<file path="src/rtl/audio_serial_port.sv">
module audio_serial_port #(
  parameter int DIV_W = 8
) (
  input  logic             clk,
  input  logic             rst_n,
  input  logic [8:0]       cfg_word,
  input  logic [DIV_W-1:0] clk_div,
  input  logic [31:0]      tx_left,
  input  logic [31:0]      tx_right,
  input  logic             tx_valid,
  output logic             tx_ready,
  output logic [31:0]      rx_left,
  output logic [31:0]      rx_right,
  output logic             rx_valid,
  output logic             tx_underrun,
  output logic             bclk_o,
  output logic             ws_o,
  output logic             sdout_o,
  input  logic             sdin_i
);
  localparam int SLOT_LOG = 6;

  logic [1:0] fmt;
  logic [1:0] wlen;
  logic       bc_inv, fs_inv, tx_swap, rx_swap, mono;
  assign fmt     = cfg_word[1:0];
  assign wlen    = cfg_word[3:2];
  assign bc_inv  = cfg_word[4];
  assign fs_inv  = cfg_word[5];
  assign tx_swap = cfg_word[6];
  assign rx_swap = cfg_word[7];
  assign mono    = cfg_word[8];

  logic [6:0] wbits;
  always_comb begin
    case (wlen)
      2'b00:   wbits = 7'd16;
      2'b01:   wbits = 7'd20;
      2'b10:   wbits = 7'd24;
      default: wbits = (fmt == 2'b00) ? 7'd24 : 7'd32;
    endcase
  end

  logic [SLOT_LOG-1:0] dly;
  assign dly = {5'd0, fmt == 2'b10};

  function automatic logic [6:0] slot_map(input logic [5:0] s, input logic [1:0] f,
                                          input logic [6:0] w, input logic [5:0] dl);
    logic [5:0] d;
    logic [6:0] dd, pp, ix;
    logic v, c;
    d  = s - dl;
    dd = {1'b0, d};
    pp = {2'b00, d[4:0]};
    v  = 1'b0;
    c  = 1'b0;
    ix = '0;
    if (f == 2'b11) begin
      if (dd < w) begin
        v = 1'b1; ix = w - 7'd1 - dd;
      end else if (dd < {w[5:0], 1'b0}) begin
        v = 1'b1; c = 1'b1; ix = {w[5:0], 1'b0} - 7'd1 - dd;
      end
    end else begin
      c = d[5];
      if (f == 2'b00) begin
        if (pp >= 7'd32 - w) begin v = 1'b1; ix = 7'd31 - pp; end
      end else if (pp < w) begin
        v = 1'b1; ix = w - 7'd1 - pp;
      end
    end
    return {v, c, ix[4:0]};
  endfunction

  logic [DIV_W-1:0]    cnt;
  logic                bclk_q, ws_q, sd_q;
  logic [SLOT_LOG-1:0] slot;
  logic [31:0]         buf_l, buf_r, cur_l, cur_r, acc_l, acc_r;
  logic                buf_full, started;

  logic tick, fall, rise, load;
  logic [SLOT_LOG-1:0] nslot;
  assign tick  = (cnt == clk_div);
  assign fall  = tick & bclk_q;
  assign rise  = tick & ~bclk_q;
  assign nslot = slot + 6'd1;
  assign load  = fall & (nslot == dly);

  logic [31:0] new_l, new_r, nxt_l, nxt_r;
  assign new_l = !buf_full ? 32'd0 : ((tx_swap & ~mono) ? buf_r : buf_l);
  assign new_r = (!buf_full || mono) ? 32'd0 : (tx_swap ? buf_l : buf_r);
  assign nxt_l = load ? new_l : cur_l;
  assign nxt_r = load ? new_r : cur_r;

  logic [6:0] tmap, rmap;
  logic       tx_bit, ws_next;
  assign tmap    = slot_map(nslot, fmt, wbits, dly);
  assign rmap    = slot_map(slot, fmt, wbits, dly);
  assign tx_bit  = tmap[6] & (tmap[5] ? nxt_r[tmap[4:0]] : nxt_l[tmap[4:0]]);
  assign ws_next = (fmt == 2'b11) ? (nslot == 6'd0) : nslot[5];

  always_ff @(posedge clk) begin
    if (!rst_n) begin
      cnt         <= '0;
      bclk_q      <= 1'b1;
      slot        <= '1;
      ws_q        <= 1'b0;
      sd_q        <= 1'b0;
      buf_l       <= '0;
      buf_r       <= '0;
      buf_full    <= 1'b0;
      cur_l       <= '0;
      cur_r       <= '0;
      acc_l       <= '0;
      acc_r       <= '0;
      started     <= 1'b0;
      rx_left     <= '0;
      rx_right    <= '0;
      rx_valid    <= 1'b0;
      tx_underrun <= 1'b0;
    end else begin
      rx_valid <= 1'b0;
      cnt      <= tick ? '0 : cnt + 1'b1;
      if (tick) bclk_q <= ~bclk_q;
      if (tx_valid && !buf_full) begin
        buf_l    <= tx_left;
        buf_r    <= tx_right;
        buf_full <= 1'b1;
      end
      if (fall) begin
        slot <= nslot;
        ws_q <= ws_next;
        sd_q <= tx_bit;
      end
      if (load) begin
        cur_l <= new_l;
        cur_r <= new_r;
        if (buf_full) buf_full <= 1'b0;
        else          tx_underrun <= 1'b1;
        if (started) begin
          rx_left  <= (rx_swap & ~mono) ? acc_r : acc_l;
          rx_right <= mono ? 32'd0 : (rx_swap ? acc_l : acc_r);
          rx_valid <= 1'b1;
        end
        started <= 1'b1;
        acc_l   <= '0;
        acc_r   <= '0;
      end
      if (rise && rmap[6]) begin
        if (rmap[5]) acc_r[rmap[4:0]] <= sdin_i;
        else         acc_l[rmap[4:0]] <= sdin_i;
      end
    end
  end

  assign tx_ready = ~buf_full;
  assign bclk_o   = bclk_q ^ bc_inv;
  assign ws_o     = ws_q ^ fs_inv;
  assign sdout_o  = sd_q;
endmodule

</file>
<file path="config.mk">
export PLATFORM = sky130hd
export DESIGN_NAME = audio_serial_port
export DESIGN_NICKNAME = d
export VERILOG_FILES = /design/src/rtl/audio_serial_port.sv
export SDC_FILE = /design/constraint.sdc
export NUM_CORES = 1
export LEC_CHECK = 0
export BUFFER_PORTS_ARGS = -buffer_cell sky130_fd_sc_hd__buf_4
export CELL_PAD_IN_SITES_DETAIL_PLACEMENT = 1
export CELL_PAD_IN_SITES_GLOBAL_PLACEMENT = 2
export CORE_ASPECT_RATIO = 0.5
export CORE_MARGIN = 1.5
export CORE_UTILIZATION = 36
export CTS_CLUSTER_DIAMETER = 80
export DETAILED_ROUTE_END_ITERATION = 6
export PLACE_DENSITY = 0.92
export RECOVER_POWER = 50
export SETUP_SLACK_MARGIN = 0.02
export SKIP_CTS_REPAIR_TIMING = 1
export SLEW_MARGIN = 25
export SYNTH_ARGS = -nofsm -noshare
export SYNTH_HDL_FRONTEND = slang
export SYNTH_SLANG_ARGS = --single-unit
</file>
<file path="constraint.sdc">
create_clock -name clk -period 5.07 [get_ports clk]
set_input_delay 0.2535 -clock clk [delete_from_list [all_inputs] [get_ports clk]]
set_output_delay 0.2535 -clock clk [all_outputs]
set_load 0.05 [all_outputs]
</file>
==> run_results.csv, run 1 <==
group,metric,value,unit
outcome,status,"finished, violations left",
outcome,violations,"hold timing, capacitance limit, slew limit",
critical_path,crit_path_start,"slot[0]",
clock_network,cts_root_buffer,"clkbuf_16",
cells_and_area,drive_gt1_share,11.1,%
timing,tightest_slew,2.82,ns
critical_path,cp_slowest_stage_delay,0.52,ns
die,rows,52,
routing,wl_met2,22.2,mm
timing,timing.final.crit_share,92.6,%
routing,firstDrtPassIters,5,
die,die_w,290,um
cells_and_area,syn2layout_area_growth,19.6,%
placed_design,post_dp_cell_area,16500,sq um
clock_network,clkLatencyLatePin,0.56,ns
timing,relSlewSlack,-88.2,%
routing,wl_per_cell,18.7,um
global_routing,antenna_found_initial,0,
timing,finalSetupTns,0,ns
die,floorplan.die_area,42400,sq um
timing,hold_ws,-0.0273,ns
global_routing,grt_pass1_wl,72.6,mm
timing,rsz0062_at_grt,"false",
hold_path,min-delay-start,"tx_right[12]",
timing,fin_skew,0.0148,ns
placed_design,port_buffers,154,
critical_path,path_class,"reg -> reg",
power_and_ir_drop,p_per_area,296,nW/um^2
yosys,ys_seq_area_share,37.5,%
timing,finalHoldViolCount,2,
critical_path,critical_path_buf_inv_count,1,
power_and_ir_drop,ir_drop,214,uV
routing,route.detailed.drc,0,
critical_path,critPathRequiredTime,5.49,ns
job,maxCapViolations,2,
yosys,yosys_warnings,0,
yosys,ys_ff_latch,277,
global_routing,grt-ovfl-total,0,
yosys,syn_avg_cell_area,8.39,sq um
routing,dr_wl_met3,1.65,mm
routing,wl_met1,21.1,mm
timing,timing.fmax,213,MHz
die,die_h,146,um
power_and_ir_drop,leakagePower,0.00701,uW
die,coreArea,40500,sq um
routing,top_layer,"met4",
global_routing,grtUsageTotal,21.0,%
critical_path,crit_chain,"ha_1, nor2b_1, nor3_1, or4_1, and2_1, ha_1, nor2b_1, o211a_1, o211ai_1, and3_1, buf_4, nor3_1, a211oi_1, a211oi_1, o31ai_1, and4_1, o32ai_2",
clock_network,cts_buffer_depth,3,
placed_design,gp_routability_congestion,0.878,
clock_network,clk_pin_slew,0.07,ns
yosys,syn_nets,1883,
critical_path,critical_path.top_delay_family,"simple AND/OR/NAND/NOR gates",
yosys,synth_area_leaders,"dfxtp_1 37%, mux2i_1 10%, nand2_1 7.7%",
placed_design,dp_hpwl,31.0,mm
yosys,synth_area,14800,sq um
critical_path,start_kind,"flop",
critical_path,crit_slowest_cell,"or4_1",
die,start_util,36.6,%
clock_network,cts_tree,"built",
clock_network,cts_buffers,28,
yosys,synthFlopType,"dfxtp_1",
critical_path,end_kind,"flop",
global_routing,grt_pass1_vias,13500,
cells_and_area,antennaDiodeCount,0,
critical_path,timing.rr.start,"slot[0]",
yosys,async_reset_ff_share,0,%
cells_and_area,nNetsFinal,2027,
yosys,synthesis.instances,1764,
routing,drtIter0Drc,709,
routing,postRouteWirelength,46.1,mm
routing,drtAntennaViolNets,0,
routing,post_drt_via_cell_ratio,5.40,
routing,dr_total_vias,13300,
timing,finalCriticalPeriod,4.70,ns
cells_and_area,post-route-cell-area,17700,sq um
yosys,synth_top_area_share,37.5,%
yosys,synth-edff-count,0,
yosys,yosysTopAreaCell,"dfxtp_1",
yosys,yosysUniqueCellTypes,81,
critical_path,arrival,5.11,ns
hold_path,min_path_type,"in -> reg",
global_routing,grt_max_degree,142,
clock_network,cts_sinks,277,
timing,drv_slew,106,
die,pin_count,155,
critical_path,critPathMaxFanout,14,
timing,setup_viol,0,
cells_and_area,fillers,4830,
clock_network,htree_levels,1,
[tightest hold or removal path, cell delays in order]
cell and delay [ns]:
buf_4 0.11, nand2_1 0.05, a21boi_0 0.07
[cell usage in the layout, fill, tap and decap left out, types with 6 or more instances in the layout]
master           n
a211oi_1         8
a21boi_0        79
a21boi_1        18
a21oi_1         72
a22o_1          12
a22oi_1         39
and2_0           7
and2_1          16
and3_1          28
buf_4          120
clkbuf_1        76
clkbuf_16       29
clkinv_2         8
dfxtp_1        277
dlygate4sd3_1   56
ha_1            34
inv_1           15
mux2i_1        151
nand2_1        300
nand2b_1        14
nand3_1         37
nor2_1          98
nor2b_1         70
nor3_1          57
o211a_1         34
o211ai_1        17
o21a_1          16
o21ai_0         62
o22ai_1          6
o31ai_1         14
or3_1            9
xnor2_1         15
xor2_1          22
[path summary, 6_finish.rpt]
kind / to / slack (ns) / cells past startpoint
worst max-delay path: sdout_o / 0.37 / 17
worst max register to register: sdout_o / 0.37 / 17
worst min register to register: cur_l[2] / 0.45 / 2
worst min-delay path: buf_r[12] / -0.03 / 3
[final cells by class]
class	count	area (sq um)	area share [%]
Clock buffer	35	778	4.40
Clock inverter	16	195	1.10
Inverter	18	67.6	0.382
Multi-Input combinational cell	1329	8600	48.6
Sequential cell	277	5550	31.3
Tap cell	540	676	3.82
Timing Repair Buffer	254	1830	10.3
[cells by family (layout without fill, tap and decap cells)]
| kind of cell | count (synthesis) | count (layout) | share of synthesized area [%] |
|---|---|---|---|
| xor gates and xnor gates | 39 | 39 | 2.36 |
| muxes | 159 | 159 | 11.1 |
| and+or+nand+nor | 681 | 681 | 21.7 |
| AOI/OAI and AO/OA | 416 | 416 | 20.0 |
| buffers and inverters | 158 | 323 | 4.46 |
| DFF | 277 | 277 | 37.5 |
| adders and majority gates | 34 | 34 | 2.87 |
[routing by layer]
layer  up-vias  track usage (%)
met4         0             5.88
met1      6535             28.0
met2       233             35.4
met3        82             2.84
li1       6475                -
met5         -                0
[metrics by stage]
stage | worst slack (ns) | std cells | total power, uW | hold WS, ns | utilization [%]
after floorplan | 0.717 | 1764 | 2760 | 0.398 | -
after global placement | 0.348 | 2362 | 2990 | 0.439 | 40.7
after detailed placement | 0.236 | 2362 | 3000 | 0.444 | 40.7
after CTS | 0.307 | 2413 | 5240 | -0.0637 | 43.1
after global routing | 0.0896 | 2469 | 5440 | 0.00274 | 43.7
final | 0.375 | 2469 | 5230 | -0.0273 | 43.7
[where the power goes]
group / internal, uW / total (uW) / switching (uW)
clock network: 1290 / 2240 / 942
registers: 2210 / 2240 / 34.2
logic: 311 / 753 / 442
total: 3810 / 5230 / 1420
[cell usage after synthesis, drive strengths merged (6+ instances only)]
library cell  count
nand2           302
dfxtp           277
mux2i           151
clkbuf          102
nor2            101
a21boi           97
a21oi            72
nor2b            72
o21ai            65
nor3             60
nand3            40
a22oi            39
buf              38
o211a            35
ha               34
and3             28
and2             24
xor2             22
inv              18
o211ai           17
xnor2            17
o21a             16
o31ai            15
nand2b           14
a22o             12
or3              10
a211oi            8
o22ai             6
[registers in the layout, indices dropped and copies added, names as in the netlist, 6 cells and up]
| name | flops |
|---|---|
| acc_l | 32 |
| cnt | 8 |
| slot | 6 |
| cur_r | 32 |
| buf_l | 32 |
| cur_l | 32 |
| acc_r | 32 |
| rx_left | 32 |
| rx_right | 32 |
| buf_r | 32 |
No activity file was read; power rests on OpenSTA's default activity.
==> run 2, diff against run 1 <==
Settings changed: CORE_MARGIN 1.5 to 2, REMOVE_ABC_BUFFERS from default to 1.
==> run_results.csv, run 2 (same netlist as run 1, synthesis figures left out) <==
group,metric,value,unit
placed_design,port_buffers,154,
timing,finalCriticalPeriod,4.78,ns
timing,rsz0062_at_grt,"false",
power_and_ir_drop,netSwitchingFraction,26.8,%
outcome,status,"finished, violations left",
global_routing,grt_pass1_wl,69.7,mm
routing,wl_per_cell,17.9,um
power_and_ir_drop,p_seq_share,43.8,%
clock_network,cts_buffer_depth,3,
global_routing,antenna_found_initial,0,
clock_network,clk_pin_slew,0.07,ns
routing,dr_total_vias,13100,
routing,drtAntennaViolNets,0,
outcome,violations,"hold timing, capacitance limit, slew limit",
hold_path,hold_depth,3,
critical_path,arrival,5.25,ns
timing,relSlewSlack,-88.5,%
critical_path,cp_slowest_stage_delay,0.52,ns
job,maxCapViolations,2,
clock_network,cts_root_buffer,"clkbuf_16",
placed_design,dpl_worst_slack,0.220,ns
critical_path,critPathRequiredTime,5.54,ns
cells_and_area,nNetsFinal,2029,
timing,postLayoutSetupSlackWorst,0.292,ns
power_and_ir_drop,leakagePower,0.00698,uW
cells_and_area,drive_gt1_share,10.7,%
routing,postRouteWirelength,44.1,mm
die,rows,52,
power_and_ir_drop,total_power,5120,uW
placed_design,gp_routability_congestion,0.855,
die,pin_count,155,
critical_path,r2r_end,"sdout_o",
die,start_util,36.6,%
cells_and_area,final_cell_mix,"300 x nand2_1, 276 x dfxtp_1, 151 x mux2i_1",
power_and_ir_drop,power_switching,1370,uW
timing,finalHoldViolCount,3,
routing,post_drt_via_cell_ratio,5.32,
hold_path,min_path_type,"in -> reg",
routing,firstDrtPassIters,4,
timing,tightest_slew,2.83,ns
timing,drv_slew,118,
power_and_ir_drop,p_per_area,290,nW/um^2
global_routing,grt_pass1_vias,13100,
clock_network,clkLatencyLatePin,0.56,ns
hold_path,holdPathEnd,"buf_r[6]",
timing,hold_ws,-0.0271,ns
timing,setup_viol,0,
power_and_ir_drop,share_comb_of_total_power,14.5,%
routing,drtIter0Drc,623,
cells_and_area,layout_commonest_cell,"nand2_1",
clock_network,cts_tree,"built",
cells_and_area,antennaDiodeCount,0,
critical_path,end_kind,"flop",
power_and_ir_drop,ir_drop,222,uV
clock_network,cts_sinks,277,
routing,route.detailed.drc,0,
timing,timing.fmax,209,MHz
timing,timing.final.crit_share,94.2,%
placed_design,dp_hpwl,29.6,mm
die,floorplan.die_area,42800,sq um
die,coreArea,40500,sq um
global_routing,grt_max_degree,157,
critical_path,crit_chain,"ha_1, nor2b_1, nor3_1, or4_1, and2_1, ha_1, or3b_1, o22ai_1, a32oi_2, nand3_2, buf_4, buf_4, nand2_1, o31a_1, a41o_1, a21o_1, and4_1, o32ai_2",
critical_path,crit_slowest_cell,"or4_1",
clock_network,cts_buffers,28,
cells_and_area,syn2layout_area_growth,19.3,%
hold_path,min-delay-start,"tx_right[6]",
clock_network,htree_levels,1,
cells_and_area,fillers,4829,
global_routing,grt-ovfl-total,0,
critical_path,ff2ff_path_depth,18,
power_and_ir_drop,p_clk_share,41.7,%
critical_path,timing.rr.start,"slot[0]",
critical_path,rrSetupSlack,0.29,ns
timing,fin_skew,0.0193,ns
critical_path,start_kind,"flop",
die,die_h,147,um
global_routing,grtUsageTotal,19.5,%
critical_path,critPathMaxFanout,13,
critical_path,path_class,"reg -> reg",
power_and_ir_drop,p_int,3750,uW
die,die_w,291,um
## run 2: cell count changes in the layout (fill, tap and decap cells not counted), moves of 3 or more
cell and delta:
dlygate4sd3_1 +5, and2_1 +3, buf_12 -3, a21boi_0 +4
bufinv_16 -3, and2_0 -3, clkbuf_8 +7, clkbuf_1 +4
a21boi_1 -4, clkinv_2 -6
## run 2: power by group through the flow
stage / Clock (uW) / Combinational [uW] / Sequential [uW]
after floorplan: 0 / 426 / 2280
after global placement: 0 / 690 / 2290
final: 2140 / 743 / 2240
after detailed placement: 0 / 702 / 2290
after global routing: 2290 / 819 / 2250
after CTS: 2200 / 706 / 2240
## run 2: routing by layer
layer	up-vias	track usage (%)	wire length, um
met2	171	34.3	21300
li1	6475	-	-
met5	-	0	0
met4	0	3.96	755
met1	6450	25.6	20700
met3	53	2.81	1320
## run 2: metrics by stage
step	TNS (ns)	hold WS [ns]	utilization, %	area (sq um)	instances
detailed placement	0	0.447	40.5	16400	2358
floorplan	-28.69	0.315	-	14200	1624
CTS	0	-0.0678	42.8	17300	2409
global route	0	-0.00658	43.6	17600	2471
finish	0	-0.0271	43.6	17600	2471
global placement	0	0.436	40.5	16400	2358
## run 2: cell type report
cell class                      count  area, sq um  area share [%]
Clock buffer                       46          880            4.98
Multi-Input combinational cell   1329         8600            48.7
Inverter                           18         67.6           0.383
Tap cell                          540          676            3.83
Clock inverter                      5         57.6           0.326
Sequential cell                   277         5550            31.4
Timing Repair Buffer              256         1820            10.3
## run 2: how the worst max path moves through the flow
| stage | from | to | slack [ns] | depth (start not counted) |
|---|---|---|---|---|
| 2_1_floorplan | slot[0] | rx_right[0] | -0.77 | 9 |
| 3_3_place_gp | cfg_word[1] | sdout_o | 0.28 | 19 |
| 3_5_place_dp | cfg_word[1] | sdout_o | 0.22 | 18 |
| 4_1_cts | slot[0] | sdout_o | 0.33 | 16 |
| 5_1_grt | slot[0] | sdout_o | 0.04 | 17 |
| 6_report | slot[0] | sdout_o | 0.29 | 18 |
## run 2: critical path: cells and delay by family (launching register included)
kind	cells	cell delay, ns
AND/OR/NAND/NOR	8	1.90
AO/OA/AOI/OAI	6	1.34
flip-flops	1	0.43
buffers and inverters	2	0.49
adder cells (fa/ha/maj)	2	0.51
